## src/rtl/sdr_seq_pkg.sv

```systemverilog
package sdr_seq_pkg;

    typedef enum logic [3:0] {
        ST_PWRUP,
        ST_INIT_PRE,
        ST_INIT_TRP,
        ST_INIT_AR,
        ST_INIT_TRFC,
        ST_INIT_MRS,
        ST_INIT_TMRD,
        ST_IDLE,
        ST_REQ,
        ST_REF_PRE,
        ST_REF_TRP,
        ST_REF_AR,
        ST_REF_TRFC
    } seq_state_t;

    // {cs_n, ras_n, cas_n, we_n}
    typedef struct packed {
        logic cs_n;
        logic ras_n;
        logic cas_n;
        logic we_n;
    } sdr_cmd_t;

    localparam sdr_cmd_t CMD_NOP = 4'b0111;
    localparam sdr_cmd_t CMD_PRE = 4'b0010;
    localparam sdr_cmd_t CMD_REF = 4'b0001;
    localparam sdr_cmd_t CMD_MRS = 4'b0000;

endpackage

```

## src/rtl/sdr_gap_timer.sv

```systemverilog
// Down-counter that measures the idle gap after a command.
// Loading value V keeps 'expired' low for V cycles.
module sdr_gap_timer #(
    parameter int W       = 4,
    parameter int RST_VAL = 0
) (
    input  logic         clk,
    input  logic         rst_n,
    input  logic         load,
    input  logic [W-1:0] load_val,
    output logic         expired
);

    logic [W-1:0] cnt;

    always_ff @(posedge clk or negedge rst_n) begin
        if (!rst_n) begin
            cnt <= W'(RST_VAL);
        end else if (load) begin
            cnt <= load_val;
        end else if (cnt != '0) begin
            cnt <= cnt - 1'b1;
        end
    end

    assign expired = (cnt == '0);

endmodule

```

## src/rtl/sdr_refresh_interval.sv

```systemverilog
// Free-running refresh interval counter with due and overrun tracking.
module sdr_refresh_interval #(
    parameter int INTERVAL = 1953
) (
    input  logic clk,
    input  logic rst_n,
    input  logic run,
    input  logic accept,
    input  logic pair_done,
    output logic tick,
    output logic due,
    output logic overrun
);

    localparam int CW = (INTERVAL > 2) ? $clog2(INTERVAL) : 1;
    localparam logic [CW-1:0] RELOAD = CW'(INTERVAL - 1);

    logic [CW-1:0] cnt;

    always_ff @(posedge clk or negedge rst_n) begin
        if (!rst_n) begin
            cnt <= RELOAD;
        end else if (!run || cnt == '0) begin
            cnt <= RELOAD;
        end else begin
            cnt <= cnt - 1'b1;
        end
    end

    assign tick = run && (cnt == '0);

    always_ff @(posedge clk or negedge rst_n) begin
        if (!rst_n) begin
            due <= 1'b0;
        end else if (tick) begin
            due <= 1'b1;
        end else if (accept) begin
            due <= 1'b0;
        end
    end

    always_ff @(posedge clk or negedge rst_n) begin
        if (!rst_n) begin
            overrun <= 1'b0;
        end else if (tick && due && !accept) begin
            overrun <= 1'b1;
        end else if (pair_done) begin
            overrun <= 1'b0;
        end
    end

endmodule

```

## src/rtl/sdram_init_refresh_seq.sv

```systemverilog
module sdram_init_refresh_seq
    import sdr_seq_pkg::*;
#(
    parameter int          ADDR_W           = 12,
    parameter int          BA_W             = 2,
    parameter int          PWRUP_CYC        = 25000,
    parameter int          T_RP             = 3,
    parameter int          T_RFC            = 9,
    parameter int          T_MRD            = 2,
    parameter int          REF_INTERVAL     = 1953,
    parameter logic [2:0]  BURST_LEN_CODE   = 3'b010,
    parameter logic        BURST_INTERLEAVE = 1'b0,
    parameter logic [2:0]  CAS_LAT          = 3'd3,
    parameter logic        WRITE_SINGLE     = 1'b0
) (
    input  logic              clk,
    input  logic              rst_n,
    input  logic              ref_gnt,
    output logic              ref_req,
    output logic              init_done,
    output logic              ref_overrun,
    output logic              sd_cs_n,
    output logic              sd_ras_n,
    output logic              sd_cas_n,
    output logic              sd_we_n,
    output logic [ADDR_W-1:0] sd_addr,
    output logic [BA_W-1:0]   sd_ba
);

    localparam int GAP_MAX  = (T_RFC > T_RP) ? ((T_RFC > T_MRD) ? T_RFC : T_MRD)
                                             : ((T_RP > T_MRD) ? T_RP : T_MRD);
    localparam int WAIT_MAX = (PWRUP_CYC > GAP_MAX) ? PWRUP_CYC : GAP_MAX;
    localparam int WAIT_W   = $clog2(WAIT_MAX + 1);
    localparam logic [WAIT_W-1:0] LD_RP  = WAIT_W'(T_RP - 2);
    localparam logic [WAIT_W-1:0] LD_RFC = WAIT_W'(T_RFC - 2);
    localparam logic [WAIT_W-1:0] LD_MRD = WAIT_W'(T_MRD - 2);
    localparam int ALL_BANK_BIT = 10;
    localparam logic [11:0] MODE_BITS = {2'b00, WRITE_SINGLE, 2'b00, CAS_LAT,
                                         BURST_INTERLEAVE, BURST_LEN_CODE};
    localparam logic [ADDR_W-1:0] MODE_WORD = ADDR_W'(MODE_BITS);

    seq_state_t  state, state_nx;
    sdr_cmd_t    cmd;
    logic        gap_load;
    logic [WAIT_W-1:0] gap_val;
    logic        gap_done;
    logic        tick, due;
    logic        accept;
    logic        pair_done;
    logic [1:0]  ar_left;
    logic        pair;

    // idle-gap timer; its reset value is the power-up wait
    sdr_gap_timer #(
        .W       (WAIT_W),
        .RST_VAL (PWRUP_CYC)
    ) u_gap (
        .clk      (clk),
        .rst_n    (rst_n),
        .load     (gap_load),
        .load_val (gap_val),
        .expired  (gap_done)
    );

    sdr_refresh_interval #(
        .INTERVAL (REF_INTERVAL)
    ) u_interval (
        .clk       (clk),
        .rst_n     (rst_n),
        .run       (init_done),
        .accept    (accept),
        .pair_done (pair_done),
        .tick      (tick),
        .due       (due),
        .overrun   (ref_overrun)
    );

    assign accept    = (state == ST_REQ) && ref_gnt;
    assign pair_done = (state == ST_REF_TRFC) && gap_done && (ar_left == 2'd0) && pair;

    // state register
    always_ff @(posedge clk or negedge rst_n) begin
        if (!rst_n) begin
            state <= ST_PWRUP;
        end else begin
            state <= state_nx;
        end
    end

    // refresh-count bookkeeping for the start-up and wake-up pairs
    always_ff @(posedge clk or negedge rst_n) begin
        if (!rst_n) begin
            ar_left <= 2'd0;
            pair    <= 1'b0;
        end else if (state == ST_INIT_PRE) begin
            ar_left <= 2'd2;
        end else if (accept) begin
            ar_left <= ref_overrun ? 2'd2 : 2'd1;
            pair    <= ref_overrun;
        end else if (state == ST_INIT_AR || state == ST_REF_AR) begin
            ar_left <= ar_left - 2'd1;
        end
    end

    // next state
    always_comb begin
        state_nx = state;
        unique case (state)
            ST_PWRUP:     if (gap_done) state_nx = ST_INIT_PRE;
            ST_INIT_PRE:  state_nx = ST_INIT_TRP;
            ST_INIT_TRP:  if (gap_done) state_nx = ST_INIT_AR;
            ST_INIT_AR:   state_nx = ST_INIT_TRFC;
            ST_INIT_TRFC: if (gap_done) state_nx = (ar_left != 2'd0) ? ST_INIT_AR : ST_INIT_MRS;
            ST_INIT_MRS:  state_nx = ST_INIT_TMRD;
            ST_INIT_TMRD: if (gap_done) state_nx = ST_IDLE;
            ST_IDLE:      if (due || tick) state_nx = ST_REQ;
            ST_REQ:       if (ref_gnt) state_nx = ST_REF_PRE;
            ST_REF_PRE:   state_nx = ST_REF_TRP;
            ST_REF_TRP:   if (gap_done) state_nx = ST_REF_AR;
            ST_REF_AR:    state_nx = ST_REF_TRFC;
            ST_REF_TRFC:  if (gap_done) state_nx = (ar_left != 2'd0) ? ST_REF_AR : ST_IDLE;
            default:      state_nx = ST_PWRUP;
        endcase
    end

    // outputs
    always_comb begin
        cmd       = CMD_NOP;
        sd_addr   = '0;
        sd_ba     = '0;
        gap_load  = 1'b0;
        gap_val   = '0;
        unique case (state)
            ST_INIT_PRE, ST_REF_PRE: begin
                cmd                   = CMD_PRE;
                sd_addr[ALL_BANK_BIT] = 1'b1;
                gap_load              = 1'b1;
                gap_val               = LD_RP;
            end
            ST_INIT_AR, ST_REF_AR: begin
                cmd      = CMD_REF;
                gap_load = 1'b1;
                gap_val  = LD_RFC;
            end
            ST_INIT_MRS: begin
                cmd      = CMD_MRS;
                sd_addr  = MODE_WORD;
                gap_load = 1'b1;
                gap_val  = LD_MRD;
            end
            ST_PWRUP, ST_INIT_TRP, ST_INIT_TRFC, ST_INIT_TMRD,
            ST_IDLE, ST_REQ, ST_REF_TRP, ST_REF_TRFC: begin
                cmd = CMD_NOP;
            end
            default: cmd = CMD_NOP;
        endcase
    end

    assign sd_cs_n   = cmd.cs_n;
    assign sd_ras_n  = cmd.ras_n;
    assign sd_cas_n  = cmd.cas_n;
    assign sd_we_n   = cmd.we_n;
    assign ref_req   = (state == ST_REQ);
    assign init_done = (state == ST_IDLE) || (state == ST_REQ) || (state == ST_REF_PRE) ||
                       (state == ST_REF_TRP) || (state == ST_REF_AR) || (state == ST_REF_TRFC);

endmodule

```

## config.mk

```make
export PLATFORM = sky130hd
export DESIGN_NAME = sdram_init_refresh_seq
export DESIGN_NICKNAME = d
export VERILOG_FILES = /design/src/rtl/sdr_seq_pkg.sv /design/src/rtl/sdr_gap_timer.sv /design/src/rtl/sdr_refresh_interval.sv /design/src/rtl/sdram_init_refresh_seq.sv
export SDC_FILE = /design/constraint.sdc
export NUM_CORES = 1
export LEC_CHECK = 0
export CAP_MARGIN = 20
export CORE_ASPECT_RATIO = 0.7
export CORE_UTILIZATION = 63
export CTS_CLUSTER_SIZE = 14
export DETAILED_ROUTE_END_ITERATION = 7
export DONT_BUFFER_PORTS = 1
export PLACE_DENSITY = 0.81
export SETUP_SLACK_MARGIN = 0.02
export SLEW_MARGIN = 20
export SYNTH_ARGS = -nofsm -noshare
export SYNTH_HDL_FRONTEND = slang
export SYNTH_HIERARCHICAL = 1
export SYNTH_SLANG_ARGS = --single-unit
```

## constraint.sdc

```tcl
create_clock -name clk -period 2.9 [get_ports clk]
set_input_delay 0.145 -clock clk [delete_from_list [all_inputs] [get_ports clk]]
set_output_delay 0.145 -clock clk [all_outputs]
set_load 0.01 [all_outputs]
```

After elaboration in Yosys (flattened, before gate mapping). Index checks and enable logic that the tools add are counted.

Add/sub/neg operators: 3. Eq/ne operators: 20. Muxes and demuxes: 27. Bitwise operators: 1. Reduce and logical (&&, ||, !) cells: 32.

Operators by type and width (count): one-hot mux 4 bit (13 select lines) (1); 2-to-1 mux 4 bit (9); 2-to-1 mux 15 bit (2); == test 4 bit, second input constant (5); == test 4 x 3 -> 1 bit, second input constant (4); != test 2 bit, second input constant (8); zero test 15 bit (1); nonzero test 15 bit (1); subtractor 15 x 1 -> 15 bit, second input constant (1); zero test 11 bit (1); 2-to-1 mux 11 bit (1); subtractor 11 x 1 -> 11 bit, second input constant (1); one-hot mux 3 bit (3 select lines) (1); == test 4 x 2 -> 1 bit, second input constant (2); logical OR 1 bit (8); 2-to-1 mux 2 bit (4); AND reduction 8 bit (1); nonzero test 2 bit (4); logical AND 1 bit (7); 2-to-1 mux 1 bit (6); 2-to-1 mux 6 bit (1); one-hot mux 3 bit (2 select lines) (1); OR reduction 5 bit (1); == test 4 x 1 -> 1 bit, second input constant (1); other kinds (9) (11).

Register bits after elaboration: 35. Input port bits: 3. Output and inout bits: 21.

Logic depth before layout (Yosys ltp). Gate-level depths: netlist of the first run.

Word-level depth: 10. Gate-level depth with buffers: 12. Gate-level depth less buffers: 10.

By module. The synthesis of the first run kept the hierarchy.

Modules (own cells, without submodules): sdr_gap_timer (instances 1, cells an instance 79, area an instance 837.1 µm², sequential area each 382.9 µm²); sdram_init_refresh_seq (instances 1, cells an instance 92, area an instance 710.7 µm², sequential area each 175.2 µm²); sdr_refresh_interval (instances 1, cells an instance 73, area an instance 706.9 µm², sequential area each 331.6 µm²).

Worst setup path before layout of the first run. No wires, ideal clock.

Path type: register -> register. Start point: register u_gap.cnt[0]. End point: register state[2]. Setup time: 0.125 ns. Data arrival time: 2.361 ns. Required time: 2.775 ns. Setup slack: 0.414 ns. Cell stages (with the launch flop): 9. Cell sequence: dfrtp_1 inv_1 ha_1 or4b_1 nor4b_4 inv_1 a21oi_1 o211ai_2 mux2_2.

Longest elaborated chain between the ends: 3. Elaborated cells on any way between the ends: 8.

RTL lines: from (decl) (RTL line sdr_gap_timer.sv:14) `logic [W-1:0] cnt;`; from (signal assigned) (RTL line sdr_gap_timer.sv:18) `cnt <= W'(RST_VAL);`; from (signal assigned) (RTL line sdr_gap_timer.sv:20) `cnt <= load_val;`; from (signal assigned) (RTL line sdr_gap_timer.sv:22) `cnt <= cnt - 1'b1;`; zero test 15 bit * (RTL line sdr_gap_timer.sv:26) `assign expired = (cnt == '0);`; named net gap_done (RTL line sdram_init_refresh_seq.sv:46) `logic gap_done;`; != test 2 bit (no line); AND reduction 8 bit (no line) *; to (signal assigned) (RTL line sdram_init_refresh_seq.sv:86) `state <= state_nx;`; to (decl) (RTL line sdram_init_refresh_seq.sv:42) `seq_state_t state, state_nx;`.

Mark *: on every way through the listed nets, which the timed path passes. The rest lies on a longest branch. A chain may end at the register's enable or synchronous reset.

Final worst setup path of the first run.
Start point: register u_gap.cnt[0]. End point: register state[1].

The elaborated chain is that of the path after synthesis.

==> flow_summary.json, run 1 <==
{
  "post_synth.cell_area_avg_um2": 9.24,
  "leakage_uw": 0.00104,
  "run_status": "finished clean",
  "endpoint_kind": "flop",
  "dpl.hpwl_mm": 3.10,
  "grt_remaining_overflow": 0,
  "detail_route.iter0.violations": 126,
  "synthFlopType": "dfrtp_1",
  "fp.dieW_um": 73.5,
  "grt_start_max_net_pins": 36,
  "globalRouteMet3Util": 0.0543,
  "busiest_layer": "met1",
  "worstSetupStartpointType": "flop",
  "synthesis.area_mm2": 0.00225,
  "critical_path.slowest_cell": "or4b_1",
  "min_period_over_period": 0.840,
  "pwr_density_cell_mw_per_mm2": 529,
  "synthCells": 244,
  "irDropWorstVdd_v": 0.000369,
  "synth.top_cell.area_share": 0.266,
  "reg2reg_depth": 9,
  "cts_hold_buf": 2,
  "asyncSetResetFlopFracSynth": 1.00,
  "timing.critical_path.cells": "inv_1 -> ha_1 -> or4b_1 -> nor4b_4 -> buf_4 -> nand2_1 -> a21oi_1 -> nor2_1 -> a311oi_1",
  "drc": 0,
  "hold_violations": 0,
  "grt_pass1_vias": 1595,
  "gp_congestion": 0.819,
  "critical_path.startpoint": "u_gap/cnt[0]",
  "largest_area_contributor_in_the_netlist": "dfrtp_1",
  "largest_stage_delay_on_the_critical_path_ns": 0.56,
  "yosys.cell_types.count": 59,
  "cts_tree": "built",
  "initial_utilization": 0.688,
  "ys_ff_latch": 35,
  "synth.yosys.warnings": 6,
  "final.min_clock_period_ns": 2.44,
  "finish.net_count": 263,
  "achievable-frequency_mhz": 410,
  "design.portCount": 24,
  "clock_tree.htree_level_count": 2,
  "clkSlewWorstSetupHoldPaths_ns": 0.07,
  "drv.max_cap_violation_count": 0,
  "synth.yosys.seq_area_share": 0.395,
  "cts_root_buffer_type": "clkbuf_8",
  "drt_pre_antenna_iters": 4,
  "maxSlewViolCount": 0,
  "grt_use_met1": 0.396,
  "dr_total_vias": 1763,
  "timing.clock.skew_ns": 0.00244,
  "core-area_mm2": 0.00328,
  "drt_wl_total_mm": 4.46,
  "netlist_top_cells_area": "dfrtp_1 (27%), dfstp_2 (13%), buf_4 (4.7%), a22o_1 (3.5%), xor2_1 (3.1%)",
  "worstSkewPairLatency_ns": 0.29,
  "die_area_mm2": 0.00383,
  "maxSlewHeadroom": 0.413,
  "grt.total_usage": 0.268,
  "drtAntennaViolNets": 0,
  "synth-edff-count": 0,
  "rsz0062_at_grt": "no",
  "antenna_violations_before_repair": 0,
  "pre_cts_slack_ns": 0.499,
  "areaGrowthSynthToFinish_pct": 6.88,
  "global_route_wire_length_before_repair_mm": 7.58,
  "r2r_start": "u_gap/cnt[0]",
  "cts_setup_buffers": 0,
  "worst-endpoint-arrival_ns": 2.63,
  "setup_tns_ns": 0,
  "met2_usage": 0.391,
  "layout_commonest_cell": "dfrtp_1",
  "postLayoutSetupSlackWorst_ns": 0.463,
  "post_drt_wl_per_cell_um": 14.7,
  "final-setup-viol-count": 0,
  "layout.cells.most_common_list": "dfrtp_1 (24), conb_1 (23), inv_1 (16), nand2_1 (16), nor2_1 (16)",
  "chipHeight_um": 52.1,
  "fraction_of_layout_cells_with_a_size_suffix_above_1": 0.141,
  "drt-vias-per-instance": 5.82,
  "diodes": 0,
  "min_path_type": "primary input to async pin",
  "critical_path_class": "flop to flop",
  "clock_sink_count": 35,
  "numCtsBuffers": 5,
  "core.rowCount": 17,
  "crit_fanout": 10,
  "tightestPinTransition_ns": 0.880,
  "clock_path_buffers": 2,
  "placement.io_buffers": 0,
  "worstPathRequired_ns": 3.09,
  "cts.repair.resized": 0
}
[through the flow]
step	power, uW	hold WS (ns)	instance area, um2	util	cells
3_3_place_gp	793	-0.150	2260	0.691	293
6_report	1280	0.304	2410	0.736	303
4_1_cts	1280	0.296	2410	0.736	303
5_1_grt	1340	0.312	2410	0.736	303
2_1_floorplan	780	-0.151	2340	-	266
3_5_place_dp	806	-0.150	2260	0.691	293
[report_power, final]
part	total, uW	internal, uW	switching [uW]	leakage [uW]
clock	459	278	181	0.0000612
combinational	166	83.6	82.3	0.000572
sequential	650	577	73.5	0.000410
[path summary, 6_finish.rpt]
check | slack, ns | endpoint
hold / removal | 0.30 | u_gap/cnt[10]
setup reg to reg | 0.46 | state[1]
setup / recovery | 0.46 | state[1]
min in group clk | 0.32 | pair
hold reg to reg | 0.49 | u_gap/cnt[14]
max in group asynchronous | 2.34 | u_interval/cnt[10]
[per-layer routing]
layer,up-vias,part of all wire
met5,-,0
li1,854,-
met4,0,0.014
met3,8,0.067
met1,836,0.49
met2,65,0.42
[state kept, by name (all words and copies together) (netlist names)]
| register | cells |
|---|---|
| state | 4 |
| pair | 1 |
| ar_left | 2 |
| u_gap/cnt | 15 |
| u_interval/cnt | 11 |
| u_interval/overrun | 1 |
| u_interval/due | 1 |
[worst max-delay path, delay by kind of cell (launching register included)]
| family | cells | cell delay (ns) |
|---|---|---|
| compound gates | 2 | 0.35 |
| flops | 1 | 0.39 |
| fa+ha+maj | 1 | 0.20 |
| simple gates | 4 | 1.05 |
| buf+inv | 2 | 0.33 |
[cell families (layout without fill, tap and decap cells)]
group,Yosys count,count (layout),synth area share
buffers and inverters,40,30,0.0993
DFF,35,35,0.395
xor gates and xnor gates,13,13,0.0505
and+or+nand+nor,89,89,0.225
muxes,4,4,0.0200
AOI/OAI and AO/OA,57,57,0.181
other,1,23,0.00166
adders and majority gates,5,5,0.0277
[cell usage after synthesis (2+ instances only)]
library cell and instances:
dfrtp_1 24, inv_1 16, nand2_1 16, nor2_1 16, buf_4 14, nor3_1 12, o21ai_0 12, dfstp_2 11
a22o_1 9, or4_1 8, xor2_1 8, a21oi_1 7, buf_2 5, ha_1 5, o31ai_1 5, xnor2_1 5
nand2b_1 4, nand3_1 4, nor2b_1 4, or3_1 4, a31oi_1 3, clkbuf_1 3, mux2_2 3, nor3b_1 3
nor4_1 3, o22ai_1 3, a311oi_1 2, and2_1 2, buf_6 2, o41ai_1 2
[area by class of cell]
type,instances,area (um2)
multi-input combinational,191,1220
sequential,35,890
fill,268,866
clock buffer,6,82.6
timing repair buffer,6,60.1
inverter,16,60.1
tap,47,58.8
clock inverter,2,35.0
No activity file was read; power rests on OpenSTA's default activity.
==> run 2, diff against run 1 <==
==> constraint.sdc (replaced) <==
create_clock -name clk -period 2.4 [get_ports clk]
set_input_delay 0.12 -clock clk [delete_from_list [all_inputs] [get_ports clk]]
set_output_delay 0.12 -clock clk [all_outputs]
set_load 0.01 [all_outputs]
==> run 2 against run 1 <==
  * Combinational power increased by 22%
  * Setup slack got worse by 0.37 ns
  * Worst hold slack got worse by 0.020 ns
  * Sequential power increased by 21%
  * Largest power group unchanged
  * Highest routed layer unchanged
==> flow_summary.json, run 2 (same netlist as run 1, synthesis figures left out) <==
{
  "final.min_clock_period_ns": 2.30,
  "maxSlewHeadroom": 0.612,
  "numCtsBuffers": 5,
  "clock_path_buffers": 2,
  "pwr_density_cell_mw_per_mm2": 594,
  "min_path_type": "primary input to async pin",
  "largest_stage_delay_on_the_critical_path_ns": 0.51,
  "reg2reg_depth": 8,
  "antenna_violations_before_repair": 0,
  "timing.clock.skew_ns": 0.0106,
  "drv.max_cap_violation_count": 0,
  "grt_remaining_overflow": 0,
  "grt_pass1_vias": 1611,
  "min_period_over_period": 0.960,
  "design.portCount": 24,
  "clkSlewWorstSetupHoldPaths_ns": 0.08,
  "final-setup-viol-count": 0,
  "timing.critical_path.cells": "inv_2 -> ha_4 -> or4b_4 -> nor4b_4 -> inv_1 -> a21oi_2 -> o211ai_2 -> mux2_2",
  "worst-endpoint-arrival_ns": 2.48,
  "drt_pre_antenna_iters": 4,
  "cts_root_buffer_type": "clkbuf_8",
  "drt-vias-per-instance": 5.74,
  "worstSkewPairLatency_ns": 0.29,
  "postLayoutSetupSlackWorst_ns": 0.0967,
  "pre_cts_slack_ns": 0.110,
  "rsz0062_at_grt": "no",
  "die_area_mm2": 0.00383,
  "tightestPinTransition_ns": 0.582,
  "core-area_mm2": 0.00328,
  "dr_total_vias": 1779,
  "detail_route.iter0.violations": 114,
  "leakage_uw": 0.00107,
  "global_route_wire_length_before_repair_mm": 7.56,
  "timing.critical_path.depth": 8,
  "drtAntennaViolNets": 0,
  "top_register": "u_gap/cnt",
  "clock_tree.htree_level_count": 2,
  "chipHeight_um": 52.1,
  "fp.dieW_um": 73.5,
  "initial_utilization": 0.688,
  "cts.repair.resized": 0,
  "achievable-frequency_mhz": 434,
  "p_total_uw": 1460,
  "core.rowCount": 17,
  "grt_start_max_net_pins": 36,
  "areaGrowthSynthToFinish_pct": 9.32,
  "layout_top_registers": "u_gap/cnt (15), u_interval/cnt (11), state (4)",
  "cp_num_buf_inv": 2,
  "crit_fanout": 5,
  "drt_wl_total_mm": 4.53,
  "number_of_flip_flops_in_the_largest_register": 15,
  "endpoint_kind": "flop",
  "irDropWorstVdd_v": 0.000397,
  "diodes": 0,
  "worstPathRequired_ns": 2.58,
  "grt.total_usage": 0.269,
  "gp_congestion": 0.888,
  "worstSetupStartpointType": "flop",
  "maxSlewViolCount": 0,
  "post_drt_wl_per_cell_um": 14.6,
  "run_status": "finished clean",
  "finish.net_count": 270,
  "critical_path_class": "flop to flop",
  "hold_violations": 0,
  "drc": 0,
  "fraction_of_layout_cells_with_a_size_suffix_above_1": 0.179,
  "dpl.hpwl_mm": 3.20,
  "layout_commonest_cell": "dfrtp_1",
  "placement.io_buffers": 0,
  "layout.cells.most_common_list": "dfrtp_1 (24), conb_1 (23), nand2_1 (16), nor2_1 (16), inv_1 (14)",
  "worst_path_dominant_cell_family": "simple AND/OR/NAND/NOR gates",
  "cts_tree": "built",
  "clock_sink_count": 35,
  "setup_tns_ns": 0,
  "critical_path.slowest_cell": "or4b_4"
}
-- run 2: worst paths after layout --
| path | from | end | slack [ns] |
|---|---|---|---|
| setup / recovery | u_gap/cnt[0] | state[3] | 0.1 |
| max in group asynchronous | rst_n | u_interval/cnt[5] | 1.86 |
| setup reg to reg | u_gap/cnt[0] | state[3] | 0.1 |
| min in group clk | ref_gnt | pair | 0.30 |
| hold reg to reg | u_gap/cnt[14] | u_gap/cnt[14] | 0.50 |
| hold / removal | rst_n | u_gap/cnt[2] | 0.28 |
-- run 2: metrics by stage --
stage	area, um2	std cells	hold slack (ns)	util
floorplan	2360	266	-0.176	-
global placement	2330	300	-0.175	0.713
detailed placement	2330	300	-0.175	0.713
CTS	2460	310	0.285	0.752
global route	2460	310	0.295	0.752
finish	2460	310	0.284	0.752
-- run 2: final cells by class --
type                    count  area, um2
multi-input cells         191       1240
flip-flops and latches     35        890
fillers                   247        811
repair buffers             13        113
clock buffers               8        100
inverters                  16       60.1
well taps                  47       58.8
-- run 2: metal layers --
metal	wire, um	part of all wire	global-route usage	vias to the layer above
li1	-	-	-	880
met1	2260	0.50	0.391	844
met3	214	0.047	0.0562	4
met2	2030	0.45	0.405	51
met4	20	0.0044	0.0737	0
met5	0	0	0	-
-- run 2: where the power goes --
part	switching, uW	internal (uW)
combinational	94.4	109
sequential	89.2	697
clock	212	262
total	396	1070
-- run 2: timing repair --
item / CTS / global route
hold buffers: 2 / 0
hold endpoints to repair: 35 / 0
setup buffers: 0 / 0
==> run 3, diff against run 2 <==
==> constraint.sdc (replaced) <==
create_clock -name clk -period 2.21 [get_ports clk]
set_input_delay 0.1105 -clock clk [delete_from_list [all_inputs] [get_ports clk]]
set_output_delay 0.1105 -clock clk [all_outputs]
set_load 0.01 [all_outputs]
==> run 3 against run 2 <==
  * The run now ends with setup timing left
  * Critical path depth grew 1
  * Wire length grew 3.5%
  * Combinational power grew 14%
==> flow_summary.json, run 3 (same netlist as run 1, synthesis figures left out) <==
{
  "run_status": "finished with violations",
  "violations": "setup timing",
  "cp_num_buf_inv": 3,
  "grt_pass1_vias": 1696,
  "finish.net_count": 279,
  "chipHeight_um": 52.1,
  "drt-vias-per-instance": 5.74,
  "clock_path_buffers": 2,
  "final.min_clock_period_ns": 2.29,
  "clock_tree.htree_level_count": 2,
  "timing.critical_path.cells": "inv_2 -> ha_4 -> or4b_4 -> nor4b_4 -> buf_4 -> buf_4 -> nand3_4 -> nor3_2 -> o22ai_1",
  "worst_path_dominant_cell_family": "simple AND/OR/NAND/NOR gates",
  "detail_route.iter0.violations": 109,
  "critical_path_class": "flop to flop",
  "drtAntennaViolNets": 0,
  "number_of_flip_flops_in_the_largest_register": 15,
  "maxSlewViolCount": 0,
  "maxUsedRoutingLayer": "met4",
  "worstSkewPairLatency_ns": 0.30,
  "areaGrowthSynthToFinish_pct": 14.2,
  "dpl.hpwl_mm": 3.04,
  "p_total_uw": 1680,
  "tightestPinTransition_ns": 0.590,
  "top_register": "u_gap/cnt",
  "p_seq_frac": 0.509,
  "drc": 0,
  "power.share.switching": 0.275,
  "core-area_mm2": 0.00328,
  "min_path_type": "primary input to async pin",
  "leakage_uw": 0.00114,
  "min_period_over_period": 1.04,
  "design.portCount": 24,
  "wl_met3_um": 177,
  "diodes": 0,
  "global_route_wire_length_before_repair_mm": 7.96,
  "clock_sink_count": 35,
  "power.share.clock": 0.353,
  "grt_remaining_overflow": 0,
  "cts_tree": "built",
  "detail_route.wirelength.met1_mm": 2.29,
  "layout.cells.most_common_list": "dfrtp_1 (24), conb_1 (23), buf_4 (20)",
  "gp_congestion": 0.828,
  "worst-endpoint-arrival_ns": 2.46,
  "comb_power_share": 0.138,
  "pwr_density_cell_mw_per_mm2": 652,
  "switching_power_uw": 462,
  "post_drt_wl_per_cell_um": 14.7,
  "intPower_uw": 1220,
  "endpoint_kind": "flop",
  "largest_stage_delay_on_the_critical_path_ns": 0.48,
  "drv.max_cap_violation_count": 0,
  "dr_total_vias": 1831,
  "multi_input_area_mm2": 0.00127,
  "grt.total_usage": 0.281,
  "postLayoutSetupSlackWorst_ns": -0.0806,
  "final_area_mm2": 0.00257,
  "numCtsBuffers": 5,
  "fraction_of_layout_cells_with_a_size_suffix_above_1": 0.224,
  "drt_pre_antenna_iters": 4,
  "worstPathRequired_ns": 2.38,
  "antenna_violations_before_repair": 0,
  "post_dp_cell_area_mm2": 0.00235,
  "fp.dieW_um": 73.5,
  "grt_start_max_net_pins": 36,
  "achievable-frequency_mhz": 437,
  "hold_violations": 0,
  "initial_utilization": 0.688,
  "crit_fanout": 4,
  "drt_wl_total_mm": 4.68,
  "layout_commonest_cell": "dfrtp_1",
  "cp_common_cell": "buf_4",
  "worstSetupStartpointType": "flop",
  "layout_top_registers": "u_gap/cnt (15), u_interval/cnt (11), state (4)",
  "final-setup-viol-count": 3,
  "final.fill_count": 229,
  "clkSlewWorstSetupHoldPaths_ns": 0.08,
  "rsz0062_at_grt": "yes",
  "cts_root_buffer_type": "clkbuf_8",
  "layout.area.seq_um2": 890,
  "placement.io_buffers": 0,
  "core.rowCount": 17,
  "critical_path.slowest_cell": "or4b_4",
  "timing.clock.skew_ns": 0.00985,
  "maxSlewHeadroom": 0.607,
  "wl_met2_mm": 2.15,
  "irDropWorstVdd_v": 0.000376,
  "die_area_mm2": 0.00383
}
run 3: worst register-to-register path, cell delays in order, from the launching register on:
cell and delay (ns):
dfrtp_1 0.40, inv_2 0.08, ha_4 0.13, or4b_4 0.48, nor4b_4 0.40, buf_4 0.21, buf_4 0.12, nand3_4 0.06
nor3_2 0.17, o22ai_1 0.11
run 3: metrics by stage:
stage | utilization | setup slack (ns) | TNS, ns | hold WS (ns) | std cells
after floorplan | - | -0.186 | -0.373 | -0.185 | 266
after global placement | 0.717 | 0.0150 | 0 | -0.184 | 302
after detailed placement | 0.717 | -0.0476 | -0.0946 | -0.184 | 302
after CTS | 0.772 | -0.0153 | -0.0211 | 0.264 | 316
after global routing | 0.786 | -0.173 | -0.933 | 0.280 | 319
final | 0.786 | -0.0806 | -0.170 | 0.260 | 319
run 3: path summary, 6_finish.rpt:
path / startpoint / endpoint / slack (ns) / cells after the start
worst min register to register: u_gap/cnt[14] / u_gap/cnt[14] / 0.49 / 2
worst max-delay path: u_gap/cnt[0] / u_interval/overrun / -0.08 / 9
worst min-delay path: rst_n / u_gap/cnt[2] / 0.26 / 2
min in group clk: ref_gnt / pair / 0.28 / 3
worst max register to register: u_gap/cnt[0] / u_interval/overrun / -0.08 / 9
max in group asynchronous: rst_n / u_interval/cnt[8] / 1.69 / 2
run 3: area by class of cell:
| class | count | area share |
|---|---|---|
| Multi-Input combinational cell | 191 | 0.494 |
| Sequential cell | 35 | 0.346 |
| Timing Repair Buffer | 22 | 0.0700 |
| Clock buffer | 5 | 0.0267 |
| Inverter | 16 | 0.0233 |
| Tap cell | 47 | 0.0228 |
| Clock inverter | 3 | 0.0170 |
run 3: metal layers:
layer	global-route usage	vias up
met3	0.0523	8
met2	0.436	45
met1	0.395	880
met4	0.103	0
met5	0	-
li1	-	898
run 3: timing repair:
item,4_1_cts,5_1_grt
hold buffers,2,0
endpoints found under the setup margin,5,14
pin swaps,5,6
gates resized for setup,2,5
setup buffers,4,4
hold endpoints to repair,35,0
run 3: power by group through the flow:
stage          Sequential, uW  Combinational [uW]  Clock [uW]
2_1_floorplan             835                 194           0
3_3_place_gp              855                 203           0
3_5_place_dp              860                 206           0
4_1_cts                   848                 229         601
5_1_grt                   868                 264         633
6_report                  854                 232         592
